File: src/rtl/rx_pkg.sv
package rx_pkg;
  typedef struct packed {
    logic startFrame;  // capture that opens a new byte
    logic shiftBit;    // capture that extends the current byte
    logic pushByte;    // this capture completes the byte
  } rxStrobe_t;
endpackage

File: src/rtl/rx_frame_ctrl.sv
module rx_frame_ctrl
  import rx_pkg::*;
#(
  parameter int BYTE_W = 8
) (
  input  logic       clk,
  input  logic       rstN,
  input  logic       bitClk,
  input  logic       frameSync,
  input  logic       rxEnable,
  output rxStrobe_t  strobe,
  output logic       frameActive
);
  localparam int CNT_W = $clog2(BYTE_W + 1);

  logic             bitClkPrev;
  logic [CNT_W-1:0] bitCnt;
  logic             fallEdge;

  assign fallEdge = bitClkPrev && !bitClk;

  always_comb begin
    strobe.startFrame = fallEdge && frameSync && rxEnable;
    strobe.shiftBit   = fallEdge && frameActive && !strobe.startFrame;
    strobe.pushByte   = strobe.shiftBit && (bitCnt == CNT_W'(BYTE_W - 1));
  end

  always_ff @(posedge clk or negedge rstN) begin
    if (!rstN) begin
      bitClkPrev  <= 1'b0;
      bitCnt      <= '0;
      frameActive <= 1'b0;
    end else begin
      bitClkPrev <= bitClk;
      if (strobe.startFrame) begin
        frameActive <= 1'b1;
        bitCnt      <= CNT_W'(1);
      end else if (strobe.pushByte) begin
        frameActive <= 1'b0;
        bitCnt      <= '0;
      end else if (strobe.shiftBit) begin
        bitCnt <= bitCnt + CNT_W'(1);
      end
    end
  end

  // while disabled and idle, no byte may begin
  a_r7_no_start_when_off: assert property (@(posedge clk) disable iff (!rstN)
    (!rxEnable && !frameActive) |=> !frameActive);

  // a byte only ends by being pushed (or being restarted)
  a_r2_end_by_push: assert property (@(posedge clk) disable iff (!rstN)
    $fell(frameActive) |-> $past(strobe.pushByte));

  // start and extend never coincide
  a_r1_strobe_exclusive: assert property (@(posedge clk) disable iff (!rstN)
    $onehot0({strobe.startFrame, strobe.shiftBit}));
endmodule

File: src/rtl/rx_fifo_path.sv
module rx_fifo_path
  import rx_pkg::*;
#(
  parameter int BYTE_W = 8,
  parameter int DEPTH  = 16
) (
  input  logic              clk,
  input  logic              rstN,
  input  rxStrobe_t         strobe,
  input  logic              serBit,
  input  logic              rdEn,
  input  logic              statusRd,
  output logic [BYTE_W-1:0] rdData,
  output logic              fifoEmpty,
  output logic              fifoFull,
  output logic              rxIrq,
  output logic              overflow
);
  localparam int AW    = $clog2(DEPTH);
  localparam int CNT_W = AW + 1;

  logic [BYTE_W-1:0] shiftReg;
  logic [BYTE_W-1:0] nextByte;
  logic [BYTE_W-1:0] mem [DEPTH];
  logic [AW-1:0]     wrPtr, rdPtr;
  logic [CNT_W-1:0]  count;
  logic              doWrite, doRead, dropByte;

  assign nextByte  = {shiftReg[BYTE_W-2:0], serBit};
  assign fifoEmpty = (count == '0);
  assign fifoFull  = (count == CNT_W'(DEPTH));
  assign rxIrq     = (count >= CNT_W'(DEPTH / 2));
  assign doWrite   = strobe.pushByte && !fifoFull;
  assign dropByte  = strobe.pushByte && fifoFull;
  assign doRead    = rdEn && !fifoEmpty;
  assign rdData    = mem[rdPtr];

  always_ff @(posedge clk or negedge rstN) begin
    if (!rstN) begin
      shiftReg <= '0;
    end else if (strobe.startFrame) begin
      shiftReg <= {{(BYTE_W-1){1'b0}}, serBit};
    end else if (strobe.shiftBit) begin
      shiftReg <= nextByte;
    end
  end

  always_ff @(posedge clk) begin
    if (doWrite) mem[wrPtr] <= nextByte;
  end

  always_ff @(posedge clk or negedge rstN) begin
    if (!rstN) begin
      wrPtr    <= '0;
      rdPtr    <= '0;
      count    <= '0;
      overflow <= 1'b0;
    end else begin
      if (doWrite) wrPtr <= wrPtr + AW'(1);
      if (doRead)  rdPtr <= rdPtr + AW'(1);
      case ({doWrite, doRead})
        2'b10:   count <= count + CNT_W'(1);
        2'b01:   count <= count - CNT_W'(1);
        default: count <= count;
      endcase
      if (dropByte)      overflow <= 1'b1;
      else if (statusRd) overflow <= 1'b0;
    end
  end

  a_r3_flags_exclusive: assert property (@(posedge clk) disable iff (!rstN)
    !(fifoEmpty && fifoFull));

  a_r3_count_bound: assert property (@(posedge clk) disable iff (!rstN)
    count <= CNT_W'(DEPTH));

  a_r4_drop_sets_overflow: assert property (@(posedge clk) disable iff (!rstN)
    (strobe.pushByte && fifoFull) |=> overflow);

  a_r10_clear_on_read: assert property (@(posedge clk) disable iff (!rstN)
    (statusRd && !(strobe.pushByte && fifoFull)) |=> !overflow);
endmodule

File: src/rtl/rx_codec_receiver.sv
module rx_codec_receiver
  import rx_pkg::*;
#(
  parameter int BYTE_W = 8,
  parameter int DEPTH  = 16
) (
  input  logic              clk,
  input  logic              rstN,
  input  logic              bitClk,
  input  logic              frameSync,
  input  logic              serDataIn,
  input  logic              txSerData,
  input  logic              loopEn,
  input  logic              rxEnable,
  input  logic              rdEn,
  input  logic              statusRd,
  input  logic              txIrq,
  output logic [BYTE_W-1:0] rdData,
  output logic              fifoEmpty,
  output logic              fifoFull,
  output logic              rxIrq,
  output logic              anyIrq,
  output logic              rxBusy,
  output logic              overflow
);
  rxStrobe_t strobe;
  logic      frameActive;
  logic      serBit;

  assign serBit = loopEn ? txSerData : serDataIn;
  assign rxBusy = rxEnable || frameActive;
  assign anyIrq = rxIrq || txIrq;

  rx_frame_ctrl #(.BYTE_W(BYTE_W)) u_ctrl (
    .clk(clk), .rstN(rstN), .bitClk(bitClk), .frameSync(frameSync),
    .rxEnable(rxEnable), .strobe(strobe), .frameActive(frameActive)
  );

  rx_fifo_path #(.BYTE_W(BYTE_W), .DEPTH(DEPTH)) u_path (
    .clk(clk), .rstN(rstN), .strobe(strobe), .serBit(serBit),
    .rdEn(rdEn), .statusRd(statusRd), .rdData(rdData),
    .fifoEmpty(fifoEmpty), .fifoFull(fifoFull), .rxIrq(rxIrq),
    .overflow(overflow)
  );

  // busy may only drop on the cycle the last byte is taken
  a_r8_busy_until_push: assert property (@(posedge clk) disable iff (!rstN)
    ($fell(rxBusy) && !$fell(rxEnable)) |-> $past(strobe.pushByte));
endmodule

File: config.mk
export PLATFORM = sky130hd
export DESIGN_NAME = rx_codec_receiver
export DESIGN_NICKNAME = d
export VERILOG_FILES = /design/src/rtl/rx_pkg.sv /design/src/rtl/rx_frame_ctrl.sv /design/src/rtl/rx_fifo_path.sv /design/src/rtl/rx_codec_receiver.sv
export SDC_FILE = /design/constraint.sdc
export NUM_CORES = 1
export LEC_CHECK = 0
export BUFFER_PORTS_ARGS = -buffer_cell sky130_fd_sc_hd__buf_4
export CAP_MARGIN = 25
export CORE_MARGIN = 2
export CORE_UTILIZATION = 55
export DETAILED_ROUTE_END_ITERATION = 16
export PLACE_DENSITY = 0.81
export SETUP_SLACK_MARGIN = 0.3
export SYNTH_ARGS = -nofsm -noshare
export SYNTH_HDL_FRONTEND = slang
export SYNTH_HIERARCHICAL = 1
export SYNTH_SLANG_ARGS = --single-unit
File: constraint.sdc
create_clock -name clk -period 3.2 [get_ports clk]
set_input_delay 0.32 -clock clk [delete_from_list [all_inputs] [get_ports clk]]
set_output_delay 0.32 -clock clk [all_outputs]
set_load 0.05 [all_outputs]
# Yosys cells after proc, flatten, opt, wreduce, memory -nomap -nowiden
# Memories as Yosys holds them, arrays and structs flattened.
# Cells that the tools add are included.
[op_classes]
addsub = 5
n_eq_ne = 4
reduce_logical = 21
mux = 13
n_lt_le_gt_ge = 1
[op_table]
columns = ["cell", "count"]
rows = [
  ["7-bit 2-to-1 mux", 2],
  ["4-bit by 1-bit adder with 4-bit output (second input constant)", 3],
  ["4-bit 2-to-1 mux", 3],
  ["5-bit case mux with 2 select lines", 1],
  ["1-bit logical AND", 9],
  ["2-bit nonzero test", 4],
  ["1-bit 2-to-1 mux", 7],
  ["5-bit by 1-bit adder with 5-bit output (second input constant)", 1],
  ["5-bit equality test (second input constant)", 1],
  ["5-bit by 4-bit greater-or-equal comparator with 1-bit output (second input constant)", 1],
  ["5-bit zero test", 1],
  ["5-bit by 1-bit subtractor with 5-bit output (second input constant)", 1],
  ["4-bit by 3-bit equality test with 1-bit output (second input constant)", 1],
  ["1-bit zero test", 4],
  ["3-bit nonzero test", 1],
  ["2-bit by 1-bit equality test with 1-bit output (second input constant)", 1],
  ["2-bit equality test (second input constant)", 1],
  ["1-bit logical OR", 2],
]
[totals]
ramBits = 128
ff_bits = 27
mem_count = 1
input_bits = 11
wordCells = 53
[memory_table]
columns = ["memory", "words", "word_bits", "read_ports", "rd_clocked_by_memory_dff", "wr", "line_no", "source"]
rows = [
  ["u_path.mem", 16, 8, 1, 0, 1, "rx_fifo_path.sv:24", "logic [BYTE_W-1:0] mem [DEPTH];"],
]

# Depth between registers and ports, before layout
[logic_depth]
word_depth = 10
ltp_mapped = 11
ltp_nobuf = 11

# By module
# The synthesis kept the hierarchy.
[by_module_without_submodules]
columns = ["mod", "area_per_inst_um2", "instances", "cells_per_inst"]
rows = [
  ["rx_fifo_path", 6058.3, 1, 345],
  ["rx_frame_ctrl", 325.3, 1, 33],
  ["rx_codec_receiver", 27.5, 1, 3],
]

# Worst setup path before layout
# No wires, ideal clock.
[synth_path]
path_kind = "register to register"
start = "reg u_ctrl.bitClkPrev"
end = "reg u_path.count[4]"
synth_period_minus_slack_ps = 2627
stages_incl_launch_ff = 12
path_buffers = 0
setup_slack_ps = 573
t_arrival_ps = 2547
cell_sequence = "dfrtp_1 and2b_2 nand2_1 nor3_1 a21boi_2 inv_1 ha_1 fa_1 a21o_1 a21oi_1 mux2i_1 xnor2_1"
[synth_lines]
columns = ["item", "line_no", "source"]
rows = [
  ["start, declared", "rx_frame_ctrl.sv:16", "logic bitClkPrev;"],
  ["start signal, assigned", "rx_frame_ctrl.sv:34", "bitClkPrev <= bitClk;"],
  ["end signal, assigned", "rx_fifo_path.sv:62", "2'b10: count <= count + CNT_W'(1);"],
  ["end signal, assigned", "rx_fifo_path.sv:63", "2'b01: count <= count - CNT_W'(1);"],
  ["end signal, assigned", "rx_fifo_path.sv:64", "default: count <= count;"],
  ["end, declared", "rx_fifo_path.sv:26", "logic [CNT_W-1:0] count;"],
]

# Worst setup path in the final report
[layout_path]
start = "reg u_path.rdPtr[2]"
end = "out rdData[0]"
[layout_via]
elab_chain_len = 1
[layout_rtl]
columns = ["item", "line_no", "source"]
rows = [
  ["start, declared", "rx_fifo_path.sv:25", "logic [AW-1:0] wrPtr, rdPtr;"],
  ["start signal, assigned", "rx_fifo_path.sv:60", "if (doRead) rdPtr <= rdPtr + AW'(1);"],
  ["memory 16 x 8 bit", "n/a", ""],
  ["end, declared", "rx_codec_receiver.sv:18", "output logic [BYTE_W-1:0] rdData,"],
]
# No other way between the ends.

==> qor.csv <==
metric,value,unit
switching_power,0.00245,W
tritoncts,done,
antenna_left,0,
grt_max_degree,28,
yosysWarnings,6,
place_area,6830,sq um
path_cells,nor2b_2 -> a221oi_1 -> a22oi_1 -> nand2_1 -> buf_4,
p_leak,2.81,nW
place_hpwl,8440,microns
nFillCells,785,
drc,0,
setup_ws,0.412,ns
wl_per_cell,22.0,microns
drive_gt1_frac,0.257,
grt.total_usage,0.218,
die_area,12500,sq um
cts_num_sinks,155,
status,"finished, final reports clean",
drtIter0Drc,296,
setup_viol,0,
synth_ff_type,edfxtp_1,
clk_latency,0.41,ns
p_seq_frac,0.394,
io_buffers,24,
slew_viol_final,0,
cap_viol_max_count,0,
ys_types,44,
fin_nets,458,
slowest_stage,nor2b_2,
grt_pass1_vias,3559,
design_area,7550,sq um
tightest_slew,0.717,ns
end_kind,output pin,
ys_seq_area_frac,0.705,
wl,13000,microns
clkSlewWorstSetupHoldPaths,0.06,ns
crit_required,2.88,ns
arrival,2.47,ns
worst-path-buf-inv,1,
synth-seq-cells,155,
cpLargestDelayFamily,simple AND/OR/NAND/NOR gates,
start_util,0.561,
area_growth,17.7,%
netlist_area,6410,sq um
vias,3568,
ir_drop,0.553,mV
syn_area_per_cell,16.8,sq um
fmax,0.359,GHz
dp_slack,0.366,ns
maxSlewHeadroom,0.522,
finalCritPeriodShare,0.871,
rows,39,
hold_viol,0,
drtPass1Iterations,5,
grt_overflow,0,
syn_nets,403,
yosysTopAreaCell,edfxtp_1,
synth_area_leaders,"edfxtp_1 60%, dfrtp_1 11%, mux2i_1 6.2%",
critPathKind,reg2out,
numCtsBuffers,17,
synth_enable_flop_cells,128,
fin_skew,0.00635,ns
antenna_found_initial,0,
internal_power,0.00475,W
grt_pass1_wl,20200,microns
min_period,2.79,ns
swShare,0.340,
gp_congestion,0.933,
clockBufferDepth,2,
final.setup.tns,0,ns
rsz0062_at_grt,yes,
ios,25,
worstPathMaxFanout,16,
ctsHtreeMaxLevel,4,
p_total,0.00721,W
min_path_type,in2reg,
async_flop_share,0.174,
fp.dieW,112,microns
clockRootBuffer,clkbuf_16,
die_h,112,microns
critPathLaunchType,register,
p_clk_frac,0.299,
vias_per_cell,6.04,
pwr-share-comb,0.306,
pwr_density_cell,955,nW/um^2
syn_inst,381,
antenna_cells,0,
max_stage_delay,0.63,ns
synth_top_area_frac,0.600,
core,11400,sq um
==> synth_stat cells, types with 2 or more instances <==
cell / count
inv_1: 6
mux4_2: 16
a22oi_1: 8
buf_2: 4
buf_1: 2
o21ai_0: 16
mux2i_1: 40
nand2_1: 21
clkbuf_1: 5
buf_6: 3
nor2b_1: 2
a221oi_1: 16
xnor2_1: 8
mux2_4: 2
and2_1: 3
dfrtp_1: 27
nand2b_1: 2
mux2_2: 2
or2_2: 3
buf_4: 4
edfxtp_1: 128
nor2_1: 24
a21oi_1: 3
nor3_1: 5
xor2_1: 2
ha_1: 10
nand4_1: 2
==> worst register-to-register path: stages, from the launching register on <==
cell and delay, ns:
dfrtp_1 0.44, or4_4 0.57, o21a_4 0.24, ha_1 0.27, fa_1 0.45, a21o_1 0.18, a21oi_1 0.16, mux2i_1 0.26
xnor2_1 0.14
==> power groups by stage <==
| stage | registers, W | logic (W) | clock network (W) |
|---|---|---|---|
| finish | 0.00284 | 0.00221 | 0.00216 |
| global route | 0.00287 | 0.00234 | 0.00227 |
| CTS | 0.00286 | 0.00211 | 0.00218 |
| detailed placement | 0.00289 | 0.00208 | 0 |
| global placement | 0.00287 | 0.00201 | 0 |
| floorplan | 0.00266 | 0.00169 | 0 |
==> kinds of logic (layout without fill, tap and decap cells) <==
logic type               Yosys count  count (layout)  synth area share
flip-flops                       155             155             0.705
AND/OR/NAND/NOR                   71              71            0.0543
multiplexers                      60              60             0.127
AO/OA/AOI/OAI                     50              50            0.0570
buffers and inverters             24              91            0.0207
adder cells (fa/ha/maj)           11              11            0.0226
XOR/XNOR                          10              10            0.0137
==> path summary, 6_finish.rpt <==
path / from / endpoint / slack [ns] / cells after the start
worst max-delay path: u_path/rdPtr[2]$_DFFE_PN0P_ / rdData[0] / 0.41 / 5
worst min-delay path: bitClk / u_ctrl/bitClkPrev$_DFF_PN0_ / 0.03 / 1
worst max register to register: u_path/count[1]$_DFFE_PN0P_ / u_path/count[4]$_DFFE_PN0P_ / 0.42 / 8
worst min register to register: u_ctrl/bitCnt[1]$_DFFE_PN0P_ / u_ctrl/bitCnt[1]$_DFFE_PN0P_ / 0.52 / 1
max in group asynchronous: rstN / u_path/rdPtr[0]$_DFFE_PN0P_ / 2.51 / 2
min in group asynchronous: rstN / u_ctrl/bitClkPrev$_DFF_PN0_ / 0.38 / 2
==> timing repair <==
item	CTS	global route
gates resized for setup	2	2
hold buffers	1	0
hold endpoints to repair	27	0
buffers inserted	0	7
pin swaps	0	0
endpoints found under the setup margin	8	3
==> routing by layer <==
metal,GRT usage,wire (microns)
met4,0.102,456
met3,0.0561,774
met2,0.354,6520
met1,0.280,5270
met5,0,0
==> placed cells by master, fill, tap and decap left out, types with 2 or more instances in the layout <==
cell type,instances
a221oi_1,15
ha_1,10
mux4_2,16
edfxtp_1,128
and2_1,3
or2_2,3
dfrtp_1,26
mux2_4,2
clkinv_1,2
nand2_1,21
buf_4,53
o21ai_0,16
clkinv_4,3
a21oi_1,3
xor2_1,2
mux2i_1,40
clkbuf_16,17
nand2b_1,2
xnor2_1,8
bufinv_16,5
nor2_1,24
nand4_1,2
inv_6,2
a22oi_1,8
nor3_1,4
mux2_2,2
inv_1,6
==> cell type report <==
type	instances	area (sq um)	area share
Clock buffer	17	425	0.0564
Inverter	6	22.5	0.00298
Timing Repair Buffer	54	408	0.0540
Multi-Input combinational cell	202	1770	0.235
Clock inverter	14	218	0.0288
Tap cell	143	179	0.0237
Sequential cell	155	4520	0.599
==> flip-flops by register name (all words and copies together) (netlist names) <==
name,cells
u_path/overflow,1
u_path/rdPtr,4
u_ctrl/bitClkPrev,1
u_path/count,5
u_ctrl/bitCnt,4
u_path/wrPtr,4
u_path/shiftReg,7
u_path/mem,128
u_ctrl/frameActive,1
==> stage by stage <==
stage	cells	hold slack [ns]	utilization
finish	591	0.0341	0.661
global route	591	0.0182	0.661
CTS	584	0.0170	0.655
detailed placement	552	0.263	0.598
global placement	552	0.259	0.598
floorplan	381	0.0244	-
(Power assumes the default switching activity.)
